### src/rtl/fn_gate_pkg.sv
package fn_gate_pkg;

  // Strobes produced by the control decision and consumed by the datapath.
  typedef struct packed {
    logic passAcc;    // access forwarded to register file
    logic blockAcc;   // access blocked by offline gate
    logic blockRd;    // blocked access is a read
    logic startGo;    // enable request accepted
    logic startFail;  // enable request refused
    logic stsLoad;    // reset requests status reload
    logic stsFatal;   // reload value carries fatal flag
    logic capLoad;    // function-level reset latches capacity
  } gateStrobes_t;

endpackage

### src/rtl/fn_gate_ctrl.sv
module fn_gate_ctrl
  import fn_gate_pkg::*;
#(
  parameter int ADDR_W    = 12,
  parameter int CFG_W     = 12,
  parameter int NVF_W     = 16,
  parameter int STS_OFS   = 'h1C,
  parameter int CTRL_OFS  = 'h168,
  parameter int VFE_BIT   = 0
) (
  input  logic             isVf,
  input  logic             fnOnline,
  input  logic             busValid,
  input  logic             busWrite,
  input  logic [ADDR_W-1:0] busAddr,
  input  logic             enableReq,
  input  logic             fnReset,
  input  logic             fnResetFull,
  input  logic             cfgValid,
  input  logic [CFG_W-1:0] cfgAddr,
  input  logic [3:0]       cfgBe,
  input  logic [31:0]      cfgData,
  input  logic [NVF_W-1:0] numVfs,
  output gateStrobes_t     strobes,
  output logic             offlineReq,
  output logic [NVF_W-1:0] offlineCount
);

  localparam logic [ADDR_W-1:0] STS_ADDR  = ADDR_W'(STS_OFS);
  localparam logic [CFG_W-1:0]  CTRL_ADDR = CFG_W'(CTRL_OFS);
  localparam int                CTRL_LANE = CTRL_OFS % 4;
  localparam int                VFE_POS   = 8 * CTRL_LANE + VFE_BIT;

  logic fnOffline;
  logic stsHit;
  logic gateOn;
  logic ctrlWordHit;
  logic ctrlCovered;

  // Offline applies only to virtual functions; status word is exempt.
  assign fnOffline = isVf & ~fnOnline;
  assign stsHit    = busAddr[ADDR_W-1:2] == STS_ADDR[ADDR_W-1:2];
  assign gateOn    = fnOffline & ~stsHit;

  always_comb begin
    strobes           = '0;
    strobes.passAcc   = busValid & ~gateOn;
    strobes.blockAcc  = busValid & gateOn;
    strobes.blockRd   = busValid & gateOn & ~busWrite;
    strobes.startGo   = enableReq & ~fnOffline;
    strobes.startFail = enableReq & fnOffline;
    strobes.stsLoad   = fnReset;
    strobes.stsFatal  = fnReset & fnOffline;
    strobes.capLoad   = fnReset & fnResetFull;
  end

  // Configuration monitor: clearing VF enable takes secondaries offline
  // in the same cycle, ahead of the registered write hand-off.
  assign ctrlWordHit  = cfgAddr[CFG_W-1:2] == CTRL_ADDR[CFG_W-1:2];
  assign ctrlCovered  = ctrlWordHit & cfgBe[CTRL_LANE];
  assign offlineReq   = cfgValid & ctrlCovered & ~cfgData[VFE_POS];
  assign offlineCount = offlineReq ? numVfs : '0;

endmodule

### src/rtl/fn_gate_dp.sv
module fn_gate_dp
  import fn_gate_pkg::*;
#(
  parameter int ADDR_W    = 12,
  parameter int CFG_W     = 12,
  parameter int CNT_W     = 8,
  parameter int FATAL_BIT = 1
) (
  input  logic              clk,
  input  logic              rstN,
  input  gateStrobes_t      strobes,
  input  logic              isVf,
  input  logic              busWrite,
  input  logic [ADDR_W-1:0] busAddr,
  input  logic [31:0]       busWdata,
  output logic [31:0]       busRdata,
  output logic              regValid,
  output logic              regWrite,
  output logic [ADDR_W-1:0] regAddr,
  output logic [31:0]       regWdata,
  input  logic [31:0]       regRdata,
  output logic              ignoredPulse,
  output logic              startGo,
  output logic              startFail,
  output logic              stsLoad,
  output logic [31:0]       stsLoadVal,
  input  logic [CNT_W-1:0]  vfQueues,
  input  logic [CNT_W-1:0]  vfIntrs,
  input  logic [CNT_W-1:0]  priPrivQ,
  input  logic [CNT_W-1:0]  priPrivI,
  input  logic [CNT_W-1:0]  pendFlexQ,
  input  logic [CNT_W-1:0]  pendFlexI,
  output logic [CNT_W-1:0]  activeFlexQ,
  output logic [CNT_W-1:0]  activeFlexI,
  output logic [CNT_W:0]    ioQueuePairs,
  output logic [CNT_W:0]    intVectors,
  input  logic              cfgValid,
  input  logic [CFG_W-1:0]  cfgAddr,
  input  logic [3:0]        cfgBe,
  input  logic [31:0]       cfgData,
  output logic              cfgApply,
  output logic [CFG_W-1:0]  cfgApplyAddr,
  output logic [3:0]        cfgApplyBe,
  output logic [31:0]       cfgApplyData
);

  localparam int CAP_W = CNT_W + 1;
  localparam logic [31:0] FATAL_VAL = 32'(1) << FATAL_BIT;

  logic             blockRdQ;
  logic [CAP_W-1:0] vfQp, vfIv, priSumQ, priQp, priIv;

  // Forward path: fields pass straight through, valid is gated.
  assign regValid = strobes.passAcc;
  assign regWrite = busWrite;
  assign regAddr  = busAddr;
  assign regWdata = busWdata;
  assign busRdata = blockRdQ ? '0 : regRdata;

  // Capacity arithmetic: one queue is reserved for administration.
  assign vfQp    = (vfQueues == '0) ? '0 : CAP_W'(vfQueues) - CAP_W'(1);
  assign vfIv    = (vfIntrs == '0) ? CAP_W'(1) : CAP_W'(vfIntrs);
  assign priSumQ = CAP_W'(priPrivQ) + CAP_W'(pendFlexQ);
  assign priQp   = (priSumQ == '0) ? '0 : priSumQ - CAP_W'(1);
  assign priIv   = CAP_W'(priPrivI) + CAP_W'(pendFlexI);

  always_ff @(posedge clk) begin
    if (!rstN) begin
      blockRdQ     <= 1'b0;
      ignoredPulse <= 1'b0;
      startGo      <= 1'b0;
      startFail    <= 1'b0;
      stsLoad      <= 1'b0;
      stsLoadVal   <= '0;
      cfgApply     <= 1'b0;
      cfgApplyAddr <= '0;
      cfgApplyBe   <= '0;
      cfgApplyData <= '0;
    end else begin
      blockRdQ     <= strobes.blockRd;
      ignoredPulse <= strobes.blockAcc;
      startGo      <= strobes.startGo;
      startFail    <= strobes.startFail;
      stsLoad      <= strobes.stsLoad;
      stsLoadVal   <= strobes.stsFatal ? FATAL_VAL : '0;
      cfgApply     <= cfgValid;
      cfgApplyAddr <= cfgAddr;
      cfgApplyBe   <= cfgBe;
      cfgApplyData <= cfgData;
    end
  end

  always_ff @(posedge clk) begin
    if (!rstN) begin
      activeFlexQ  <= '0;
      activeFlexI  <= '0;
      ioQueuePairs <= '0;
      intVectors   <= '0;
    end else if (strobes.capLoad) begin
      if (isVf) begin
        ioQueuePairs <= vfQp;
        intVectors   <= vfIv;
      end else begin
        activeFlexQ  <= pendFlexQ;
        activeFlexI  <= pendFlexI;
        ioQueuePairs <= priQp;
        intVectors   <= priIv;
      end
    end
  end

endmodule

### src/rtl/fn_access_gate.sv
module fn_access_gate
  import fn_gate_pkg::*;
#(
  parameter int ADDR_W    = 12,
  parameter int CFG_W     = 12,
  parameter int CNT_W     = 8,
  parameter int NVF_W     = 16,
  parameter int STS_OFS   = 'h1C,
  parameter int FATAL_BIT = 1,
  parameter int CTRL_OFS  = 'h168,
  parameter int VFE_BIT   = 0
) (
  input  logic              clk,
  input  logic              rstN,
  input  logic              isVf,
  input  logic              fnOnline,
  input  logic              busValid,
  input  logic              busWrite,
  input  logic [ADDR_W-1:0] busAddr,
  input  logic [31:0]       busWdata,
  output logic [31:0]       busRdata,
  output logic              regValid,
  output logic              regWrite,
  output logic [ADDR_W-1:0] regAddr,
  output logic [31:0]       regWdata,
  input  logic [31:0]       regRdata,
  output logic              ignoredPulse,
  input  logic              enableReq,
  output logic              startGo,
  output logic              startFail,
  input  logic              fnReset,
  input  logic              fnResetFull,
  output logic              stsLoad,
  output logic [31:0]       stsLoadVal,
  input  logic [CNT_W-1:0]  vfQueues,
  input  logic [CNT_W-1:0]  vfIntrs,
  input  logic [CNT_W-1:0]  priPrivQ,
  input  logic [CNT_W-1:0]  priPrivI,
  input  logic [CNT_W-1:0]  pendFlexQ,
  input  logic [CNT_W-1:0]  pendFlexI,
  output logic [CNT_W-1:0]  activeFlexQ,
  output logic [CNT_W-1:0]  activeFlexI,
  output logic [CNT_W:0]    ioQueuePairs,
  output logic [CNT_W:0]    intVectors,
  input  logic              cfgValid,
  input  logic [CFG_W-1:0]  cfgAddr,
  input  logic [3:0]        cfgBe,
  input  logic [31:0]       cfgData,
  input  logic [NVF_W-1:0]  numVfs,
  output logic              offlineReq,
  output logic [NVF_W-1:0]  offlineCount,
  output logic              cfgApply,
  output logic [CFG_W-1:0]  cfgApplyAddr,
  output logic [3:0]        cfgApplyBe,
  output logic [31:0]       cfgApplyData
);

  gateStrobes_t strobes;

  fn_gate_ctrl #(
    .ADDR_W(ADDR_W), .CFG_W(CFG_W), .NVF_W(NVF_W),
    .STS_OFS(STS_OFS), .CTRL_OFS(CTRL_OFS), .VFE_BIT(VFE_BIT)
  ) u_ctrl (
    .isVf(isVf), .fnOnline(fnOnline),
    .busValid(busValid), .busWrite(busWrite), .busAddr(busAddr),
    .enableReq(enableReq), .fnReset(fnReset), .fnResetFull(fnResetFull),
    .cfgValid(cfgValid), .cfgAddr(cfgAddr), .cfgBe(cfgBe), .cfgData(cfgData),
    .numVfs(numVfs), .strobes(strobes),
    .offlineReq(offlineReq), .offlineCount(offlineCount)
  );

  fn_gate_dp #(
    .ADDR_W(ADDR_W), .CFG_W(CFG_W), .CNT_W(CNT_W), .FATAL_BIT(FATAL_BIT)
  ) u_dp (
    .clk(clk), .rstN(rstN), .strobes(strobes), .isVf(isVf),
    .busWrite(busWrite), .busAddr(busAddr), .busWdata(busWdata),
    .busRdata(busRdata), .regValid(regValid), .regWrite(regWrite),
    .regAddr(regAddr), .regWdata(regWdata), .regRdata(regRdata),
    .ignoredPulse(ignoredPulse), .startGo(startGo), .startFail(startFail),
    .stsLoad(stsLoad), .stsLoadVal(stsLoadVal),
    .vfQueues(vfQueues), .vfIntrs(vfIntrs),
    .priPrivQ(priPrivQ), .priPrivI(priPrivI),
    .pendFlexQ(pendFlexQ), .pendFlexI(pendFlexI),
    .activeFlexQ(activeFlexQ), .activeFlexI(activeFlexI),
    .ioQueuePairs(ioQueuePairs), .intVectors(intVectors),
    .cfgValid(cfgValid), .cfgAddr(cfgAddr), .cfgBe(cfgBe), .cfgData(cfgData),
    .cfgApply(cfgApply), .cfgApplyAddr(cfgApplyAddr),
    .cfgApplyBe(cfgApplyBe), .cfgApplyData(cfgApplyData)
  );

endmodule

### config.mk
export PLATFORM = sky130hd
export DESIGN_NAME = fn_access_gate
export DESIGN_NICKNAME = d
export VERILOG_FILES = /design/src/rtl/fn_gate_pkg.sv /design/src/rtl/fn_gate_ctrl.sv /design/src/rtl/fn_gate_dp.sv /design/src/rtl/fn_access_gate.sv
export SDC_FILE = /design/constraint.sdc
export NUM_CORES = 1
export LEC_CHECK = 0
export BUFFER_PORTS_ARGS = -buffer_cell sky130_fd_sc_hd__buf_2
export CORE_AREA = 5 5 157 159
export DETAILED_ROUTE_END_ITERATION = 7
export DIE_AREA = 0 0 162 164
export GPL_TIMING_DRIVEN = 0
export PLACE_DENSITY_LB_ADDON = 0.12
export SETUP_SLACK_MARGIN = 0.3
export SLEW_MARGIN = 5
export SYNTH_ARGS = -nofsm -noshare
export SYNTH_HDL_FRONTEND = slang
export SYNTH_SLANG_ARGS = --single-unit
### constraint.sdc
create_clock -name clk -period 5 [get_ports clk]
set_input_delay 0.75 -clock clk [delete_from_list [all_inputs] [get_ports clk]]
set_output_delay 0.75 -clock clk [all_outputs]
set_load 0.03 [all_outputs]
==> results.yml, run 1 <==
status:
  status: "finished clean"
global_route:
  first_global_vias: 4743
  grt_first_pass_wirelength_mm: 27.5
  track_usage: 0.135
  grt.overflow.total: 0
  antenna_found_initial: 1
  grt_max_degree: 19
die:
  io_pins: 412
  die_x_um: 162
  rows: 56
  core_um2: 23100
  die_h_um: 164
  start_util: 0.205
  die_area_um2: 26600
clock_tree:
  clock-sinks: 89
  cts_resized: 0
  cts_buffer_depth: 2
  cts_buffers: 9
  clk_latency_ns: 0.34
  cts_tree: "done"
  cts-htree-levels: 3
  path_clk_slew_ns: 0.07
  cts_root_buffer: "clkbuf_16"
  cts.hold.buffers_added: 0
  post-cts-setup-buffers: 0
timing:
  hold_viol_final: 0
  clock_skew_ns: 0
  setup_viol: 0
  tightest_slew_ns: 0.863
  final.setup.tns_ns: 0
  period_share: 0.738
  slew-limit-headroom: 0.419
  fin_ws_ns: 1.31
  period_minus_slack_ns: 3.69
  rsz0062_at_grt: "false"
  slew_violations: 0
  fmax_ghz: 0.271
worst_setup_path:
  cp_max_fo: 10
  critPathLaunchType: "input port"
  critPathCaptureType: "output pin"
  required_ns: 4.25
  cp_data_arrival_time_ns: 2.94
  critical_path_class: "in2out"
drt:
  vias: 4818
  drtIter0Drc: 116
  antenna_left: 0
  drtPass1Iterations: 4
  routed_wl_mm: 19.5
  wire_per_inst_um: 15.9
  drc: 0
  via_per_inst: 3.93
logic_synthesis:
  synth_top_family_by_area: "simple AND/OR/NAND/NOR gates"
  synth_top_cell_by_area: "dfxtp_1"
  syn_avg_cell_area_um2: 8.71
  synth_flop_cell: "dfxtp_1"
  synth.distinct_cells: 53
  yosys.area_share.adder: 0.0560
  synth_area_um2: 4740
  syn_inst: 544
  synth.top_cell.area_share: 0.376
  yosysWarnings: 0
  synth_edf_count: 0
  synth_xor_area_frac: 0.0259
  async_flop_share: 0
  synthMuxAreaShare: 0
  synth-simple-area-share: 0.240
  yosysSeqAreaShare: 0.376
  ys_ff_latch: 89
  synth_compound_area_frac: 0.154
  synthTopCellsByArea: "dfxtp_1 38%, buf_4 12%, and2_1 9.1%, nor2b_1 5.3%, ha_1 4.8%"
run:
  drv_cap: 0
final_layout:
  drive_gt1_frac: 0.476
  syn_to_final_growth_pct: 52.7
  num-fill-cells: 2532
  antenna-diode-count: 0
  nets: 1149
  multi_input_area_um2: 2370
  seq_area_um2: 1780
placed_design:
  dp_hpwl_mm: 16.7
  io_buffers: 346
  gp_congestion: 0.764
  dp_worst_setup_slack_ns: 1.31
power_and_ir_drop:
  power.leakage_nw: 3.82
  power_density_nw_per_um2: 279
  irDropWorstVdd_v: 0.000123
worst_hold_path:
  min_path_type: "reg2reg"
-- path summary, 6_finish.rpt --
check                 startpoint  slack, ns  cells after the start                  end
max                   cfgAddr[9]       1.31                      6      offlineCount[9]
min          u_dp.activeFlexI[1]       0.47                      2  u_dp.activeFlexI[1]
max reg2reg   u_dp.intVectors[8]       4.23                      3   u_dp.intVectors[8]
min reg2reg  u_dp.activeFlexI[1]       0.47                      2  u_dp.activeFlexI[1]
-- metal layers --
layer	GRT usage	wire length, um	part of all wire
met4	0.0281	157	0.0080
met5	0	13	0.00067
met3	0.0489	1760	0.090
met1	0.146	7280	0.37
met2	0.255	10300	0.53
-- power by group --
group          leakage, nW  internal [mW]  switching [mW]
sequential           0.736          0.745          0.0112
combinational         2.94          0.219           0.362
clock                0.142          0.353           0.330
-- sequential cells by signal (all words and copies together) (netlist names), 4 cells and up --
name and cells:
u_dp.cfgApplyAddr 12, u_dp.ioQueuePairs 9, u_dp.activeFlexQ 8, u_dp.intVectors 9
u_dp.activeFlexI 8, u_dp.cfgApplyBe 4, u_dp.cfgApplyData 32
-- layout by cell type, fill, tap and decap left out, types with 2 or more instances in the layout --
cell type    n
a211oi_1     3
a21boi_0    19
a21o_1       4
a21oi_1     18
a22o_1       2
a31oi_1      2
and2_1      69
buf_2      346
buf_4       76
clkbuf_1    23
clkbuf_16    9
conb_1      31
dfxtp_1     89
fa_1         2
ha_1        18
inv_1       11
inv_6        2
inv_8        3
nand2_1     50
nand2b_1     4
nand3_1      6
nor2_1      15
nor2b_1     40
nor3_1       5
nor3b_1      2
nor4_1       6
o211a_1      6
o211ai_1     7
o21a_1       2
o21ai_0     18
o21ai_1      2
o22a_1       3
o311ai_0     2
o31ai_1      3
or2_2        2
xnor2_1      9
xor2_1       5
-- through the flow --
step / util / cell area (um2) / instances / total power, mW / hold WS, ns
CTS: 0.313 / 7240 / 1226 / 2.07 / 0.472
detailed placement: 0.300 / 6950 / 1210 / 1.36 / 0.459
floorplan: - / 4850 / 574 / 1.16 / 0.587
global placement: 0.300 / 6950 / 1210 / 1.36 / 0.454
global route: 0.313 / 7240 / 1226 / 2.14 / 0.481
finish: 0.313 / 7240 / 1226 / 2.02 / 0.468
-- worst max-delay path, stage by stage --
cell and delay (ns):
buf_2 0.10, or4b_2 0.65, nor4_1 0.73, clkbuf_1 0.34, and2_1 0.17, buf_2 0.19
-- synthesized netlist by cell type, types with 2 or more instances --
cell type  instances
o21ai_1            2
inv_1             11
nand2b_1           4
a211oi_1           3
o211ai_1           7
ha_1              18
nand2_1           50
o21a_1             2
and2_1            69
a31oi_1            2
nor4_1             6
o22a_1             3
xor2_1             5
o211a_1            6
a21oi_1           18
fa_1               2
xnor2_1            9
o31ai_1            3
nor3b_1            2
buf_4             76
o311ai_0           2
a21o_1             4
clkbuf_1          23
nor2_1            15
dfxtp_1           89
nor3_1             5
a21boi_0          19
o21ai_0           18
or2_2              2
nand3_1            6
nor2b_1           40
a22o_1             2
-- area by class of cell --
cell class | instances | area share
buffer | 99 | 0.0907
clock buffer | 9 | 0.0311
clock inverter | 7 | 0.00933
inverter | 11 | 0.00570
multi-input combinational | 375 | 0.328
sequential | 89 | 0.246
tap | 290 | 0.0501
timing repair buffer | 346 | 0.239
-- kinds of logic (layout without fill, tap and decap cells) --
family                   after synthesis  after routing
adder cells (fa/ha/maj)               20             20
AO/OA/AOI/OAI                        103            103
XOR/XNOR                              14             14
flip-flops                            89             89
AND/OR/NAND/NOR                      207            207
other                                  1             31
buffers and inverters                110            472
No activity file was read; power rests on OpenSTA's default activity.
==> run 2: changes to the inputs <==
--- a/config.mk
+++ b/config.mk
@@ -6,9 +6,9 @@
 export NUM_CORES = 1
 export LEC_CHECK = 0
 export BUFFER_PORTS_ARGS = -buffer_cell sky130_fd_sc_hd__buf_2
-export CORE_AREA = 5 5 157 159
+export CORE_AREA = 5 5 159 161
 export DETAILED_ROUTE_END_ITERATION = 7
-export DIE_AREA = 0 0 162 164
+export DIE_AREA = 0 0 164 166
 export GPL_TIMING_DRIVEN = 0
 export PLACE_DENSITY_LB_ADDON = 0.12
 export SETUP_SLACK_MARGIN = 0.3
==> constraint.sdc (replaced) <==
create_clock -name clk -period 3.8 [get_ports clk]
set_input_delay 0.57 -clock clk [delete_from_list [all_inputs] [get_ports clk]]
set_output_delay 0.57 -clock clk [all_outputs]
set_load 0.03 [all_outputs]
==> results.yml, run 2 (synthesized netlist as in run 1, its figures left out) <==
status:
  status: "finished clean"
worst_setup_path:
  critPathLaunchType: "input port"
  critPathCaptureType: "output pin"
  critical_path_class: "in2out"
  reg2reg_to: "u_dp.intVectors[8]"
  setup.worst_path.start: "cfgAddr[9]"
  required_ns: 3.23
  cp_top_family: "simple AND/OR/NAND/NOR gates"
  cp_data_arrival_time_ns: 2.57
  worstReg2RegStart: "u_dp.intVectors[8]"
  slowest_delay_ns: 0.67
  cp_slowest_cell: "or4b_2"
  path_cells: "buf_2, or4b_2, nor4_2, clkbuf_1, and2_1, buf_2"
  cp_max_fo: 10
  crit_top_cell: "buf_2"
  r2r_cells: 3
  cp.depth: 6
  critPathCapture: "offlineCount[10]"
  r2r_slack_ns: 3.02
  crit_buf_inv: 3
clock_tree:
  cts_buffer_depth: 2
  path_clk_slew_ns: 0.07
  cts_root_buffer: "clkbuf_16"
  cts.hold.buffers_added: 0
  cts_tree: "done"
  cts-htree-levels: 3
  clk_latency_ns: 0.35
  clock-sinks: 89
  cts_buffers: 9
timing:
  hold_viol_final: 0
  final.setup.tns_ns: 0
  rsz0062_at_grt: "false"
  setup_viol: 0
  slew_violations: 0
  clock_skew_ns: 0
  period_share: 0.826
  fmax_ghz: 0.319
  tightest_slew_ns: 0.823
  slew-limit-headroom: 0.447
  period_minus_slack_ns: 3.14
drt:
  vias: 4876
  wl_met2_mm: 10.3
  routed-wl-met3_mm: 2.59
  via_per_inst: 3.85
  drtPass1Iterations: 4
  antenna_left: 0
  drtIter0Drc: 113
  top_layer: "met5"
  met1_length_mm: 7.98
  drc: 0
  wire_per_inst_um: 16.8
  routed_wl_mm: 21.3
placed_design:
  io_buffers: 346
  dpl_cell_area_um2: 6990
  gp_congestion: 0.737
  dp_hpwl_mm: 18.3
die:
  start_util: 0.199
  die_x_um: 164
  die_h_um: 166
  io_pins: 412
  rows: 57
  die_area_um2: 27200
  core_um2: 23800
final_layout:
  final_common_cell: "buf_2"
  largest_register_ffs: 32
  final_cell_mix: "346 x buf_2, 89 x dfxtp_1, 76 x buf_4"
  nets: 1149
  design_area_um2: 7310
  syn_to_final_growth_pct: 54.2
  largest-register: "u_dp.cfgApplyData"
  seq_area_um2: 1780
  final_core_util: 0.307
  multi_input_area_um2: 2380
  num-fill-cells: 2673
  drive_gt1_frac: 0.478
  top_regs: "u_dp.cfgApplyData: 32 flops, u_dp.cfgApplyAddr: 12 flops"
power_and_ir_drop:
  power.leakage_nw: 3.81
  power_density_nw_per_um2: 368
  irDropWorstVdd_v: 0.000150
worst_hold_path:
  min_path_type: "in2reg"
global_route:
  track_usage: 0.150
  grt.overflow.total: 0
  grt_max_degree: 19
  antenna_found_initial: 15
  grt_first_pass_wirelength_mm: 30.6
  first_global_vias: 4901
run:
  drv_cap: 0
-- run 2: worst min path at each step --
stage          cells after the start           startpoint                   to
2_1_floorplan                      2  u_dp.activeFlexI[7]  u_dp.activeFlexI[7]
3_3_place_gp                       2  u_dp.activeFlexI[7]  u_dp.activeFlexI[7]
3_5_place_dp                       2  u_dp.activeFlexI[4]  u_dp.activeFlexI[4]
4_1_cts                            2             busWrite        u_dp.blockRdQ
5_1_grt                            2             busWrite        u_dp.blockRdQ
6_report                           2             busWrite        u_dp.blockRdQ
-- run 2: timing repair --
action | 4_1_cts | 5_1_grt
setup endpoints to repair | 0 | 10
resized for setup | 0 | 1
buffers inserted | 0 | 0
-- run 2: power by group --
group / internal, mW / switching [mW] / total (mW) / leakage (nW)
Sequential: 0.980 / 0.0143 / 0.994 / 0.736
Combinational: 0.289 / 0.478 / 0.767 / 2.94
Clock: 0.465 / 0.462 / 0.928 / 0.140
Total: 1.73 / 0.955 / 2.69 / 3.81
-- run 2: area by class of cell --
cell class / instances / share of cell area
timing repair buffer: 346 / 0.237
multi-input combinational: 375 / 0.326
buffer: 99 / 0.0899
tap: 324 / 0.0555
clock inverter: 7 / 0.0101
sequential: 89 / 0.244
inverter: 11 / 0.00565
antenna: 5 / 0.00171
clock buffer: 9 / 0.0308
-- run 2: metrics by stage --
step	setup WS (ns)	hold slack (ns)	std cells	total power, mW
2_1_floorplan	0.642	0.587	574	1.53
3_3_place_gp	0.396	0.455	1244	1.79
3_5_place_dp	0.420	0.458	1244	1.79
4_1_cts	0.420	0.376	1260	2.75
5_1_grt	0.457	0.388	1262	2.85
6_report	0.663	0.402	1265	2.69
-- run 2: layer usage --
layer | global-route usage | vias up
met1 | 0.163 | 2101
met3 | 0.0725 | 34
met2 | 0.260 | 230
li1 | - | 2497
met4 | 0.0405 | 14
met5 | 0 | -
==> run 3: changes to the inputs <==
==> constraint.sdc (replaced) <==
create_clock -name clk -period 2.9 [get_ports clk]
set_input_delay 0.435 -clock clk [delete_from_list [all_inputs] [get_ports clk]]
set_output_delay 0.435 -clock clk [all_outputs]
set_load 0.03 [all_outputs]
==> results.yml, run 3 (synthesized netlist as in run 1, its figures left out) <==
status:
  status: "finished clean"
timing:
  slew_violations: 0
  hold_viol_final: 0
  period_share: 0.883
  clock_skew_ns: 0
  slew-limit-headroom: 0.497
  tightest_slew_ns: 0.749
  fmax_ghz: 0.390
  setup_viol: 0
  period_minus_slack_ns: 2.56
  rsz0062_at_grt: "true"
  fin_ws_ns: 0.338
drt:
  antenna_left: 0
  drtIter0Drc: 100
  drc: 0
  vias: 4882
  via_per_inst: 3.84
  drtPass1Iterations: 4
  wire_per_inst_um: 16.0
  routed_wl_mm: 20.4
die:
  rows: 57
  die_x_um: 164
  io_pins: 412
  core_um2: 23800
  start_util: 0.199
  die_area_um2: 27200
  die_h_um: 166
worst_setup_path:
  path_cells: "buf_2, ha_4, fa_2, a21o_1, a211o_1, a22o_4, or4_4, o21bai_4, o22a_1, a21oi_1"
  cp_slowest_cell: "or4_4"
  slowest_delay_ns: 0.45
  critPathLaunchType: "input port"
  reg2reg_to: "u_dp.intVectors[8]"
  cp_top_family: "compound AO/OA/AOI/OAI gates"
  cp_max_fo: 5
  r2r_cells: 3
  worstReg2RegStart: "u_dp.intVectors[8]"
  cp_data_arrival_time_ns: 2.77
  crit_buf_inv: 1
  critical_path_class: "in2reg"
  required_ns: 3.11
  r2r_slack_ns: 2.13
  critPathCaptureType: "flop"
global_route:
  first_global_vias: 4926
  grt_max_degree: 19
  track_usage: 0.143
  grt_first_pass_wirelength_mm: 29.5
  antenna_found_initial: 7
  grt.overflow.total: 0
placed_design:
  dp_hpwl_mm: 17.3
  dp_worst_setup_slack_ns: -0.0921
  io_buffers: 346
  gp_congestion: 0.737
power_and_ir_drop:
  p_total_mw: 3.54
  irDropWorstVdd_v: 0.000225
  power.leakage_nw: 3.88
  power_density_nw_per_um2: 475
clock_tree:
  cts_tree: "done"
  cts-htree-levels: 3
  cts_buffers: 9
  clk_latency_ns: 0.35
  cts_root_buffer: "clkbuf_16"
  clock-sinks: 89
  path_clk_slew_ns: 0.07
  cts_buffer_depth: 2
final_layout:
  nets: 1159
  multi_input_area_um2: 2430
  largest_register_ffs: 32
  top_regs: "u_dp.cfgApplyData: 32 flops, u_dp.cfgApplyAddr: 12 flops"
  final_cell_mix: "345 x buf_2, 89 x dfxtp_1, 85 x buf_4"
  final_core_util: 0.312
  seq_area_um2: 1780
  final_common_cell: "buf_2"
  largest-register: "u_dp.cfgApplyData"
  syn_to_final_growth_pct: 57.0
  drive_gt1_frac: 0.489
  num-fill-cells: 2682
worst_hold_path:
  holdPathStages: 2
  hold_start: "busWrite"
  hold_end: "u_dp.blockRdQ"
  min_path_type: "in2reg"
run:
  drv_cap: 0
==> run 3: through the flow <==
step	area, um2	hold slack, ns	cells	TNS, ns
2_1_floorplan	4880	0.507	574	0
3_3_place_gp	7010	0.454	1244	-0.440
3_5_place_dp	7010	0.456	1244	-0.393
4_1_cts	7320	0.236	1260	0
5_1_grt	7440	0.248	1273	0
6_report	7440	0.257	1273	0
==> run 3: how the worst max path moves through the flow <==
stage / slack (ns) / from / to / cells after the start
after global placement: -0.1 / pendFlexQ[0] / u_dp.ioQueuePairs[7] / 10
after floorplan: 0.26 / priPrivQ[0] / u_dp.ioQueuePairs[5] / 9
after detailed placement: -0.09 / pendFlexQ[0] / u_dp.ioQueuePairs[7] / 10
after global routing: 0.25 / priPrivQ[0] / u_dp.ioQueuePairs[1] / 10
final: 0.34 / priPrivQ[0] / u_dp.ioQueuePairs[0] / 10
after CTS: 0.31 / pendFlexQ[0] / u_dp.ioQueuePairs[0] / 10
==> run 3: timing repair <==
item | in CTS | in global routing
gates resized for setup | 1 | 13
pin swaps | 3 | 1
endpoints found under the setup margin | 13 | 16
hold buffers | 0 | 0
gates cloned | 0 | 1
setup buffers | 0 | 9
==> run 3: power breakdown <==
part	switching [mW]	internal (mW)	total, mW
registers	0.0186	1.28	1.30
logic	0.630	0.394	1.02
clock network	0.599	0.610	1.21
total	1.25	2.29	3.54
==> run 3: worst reg2reg max path: stages (launching register included) <==
cell	delay (ns)
dfxtp_1	0.32
a22o_1	0.20
nand2_1	0.05
o21ai_0	0.09
==> run 3: layout make-up <==
class,count,area share
clock inverters,7,0.00992
diodes,3,0.00101
repair buffers,356,0.244
well taps,324,0.0545
inverters,11,0.00555
multi-input cells,375,0.326
clock buffers,9,0.0303
plain buffers,99,0.0893
flip-flops and latches,89,0.239
==> run 3: layer usage <==
metal	wire length, um	vias up	global-route usage
li1	-	2512	-
met1	7510	2131	0.148
met2	10400	212	0.263
met3	2150	21	0.0583
met4	266	6	0.0365
met5	34	-	0
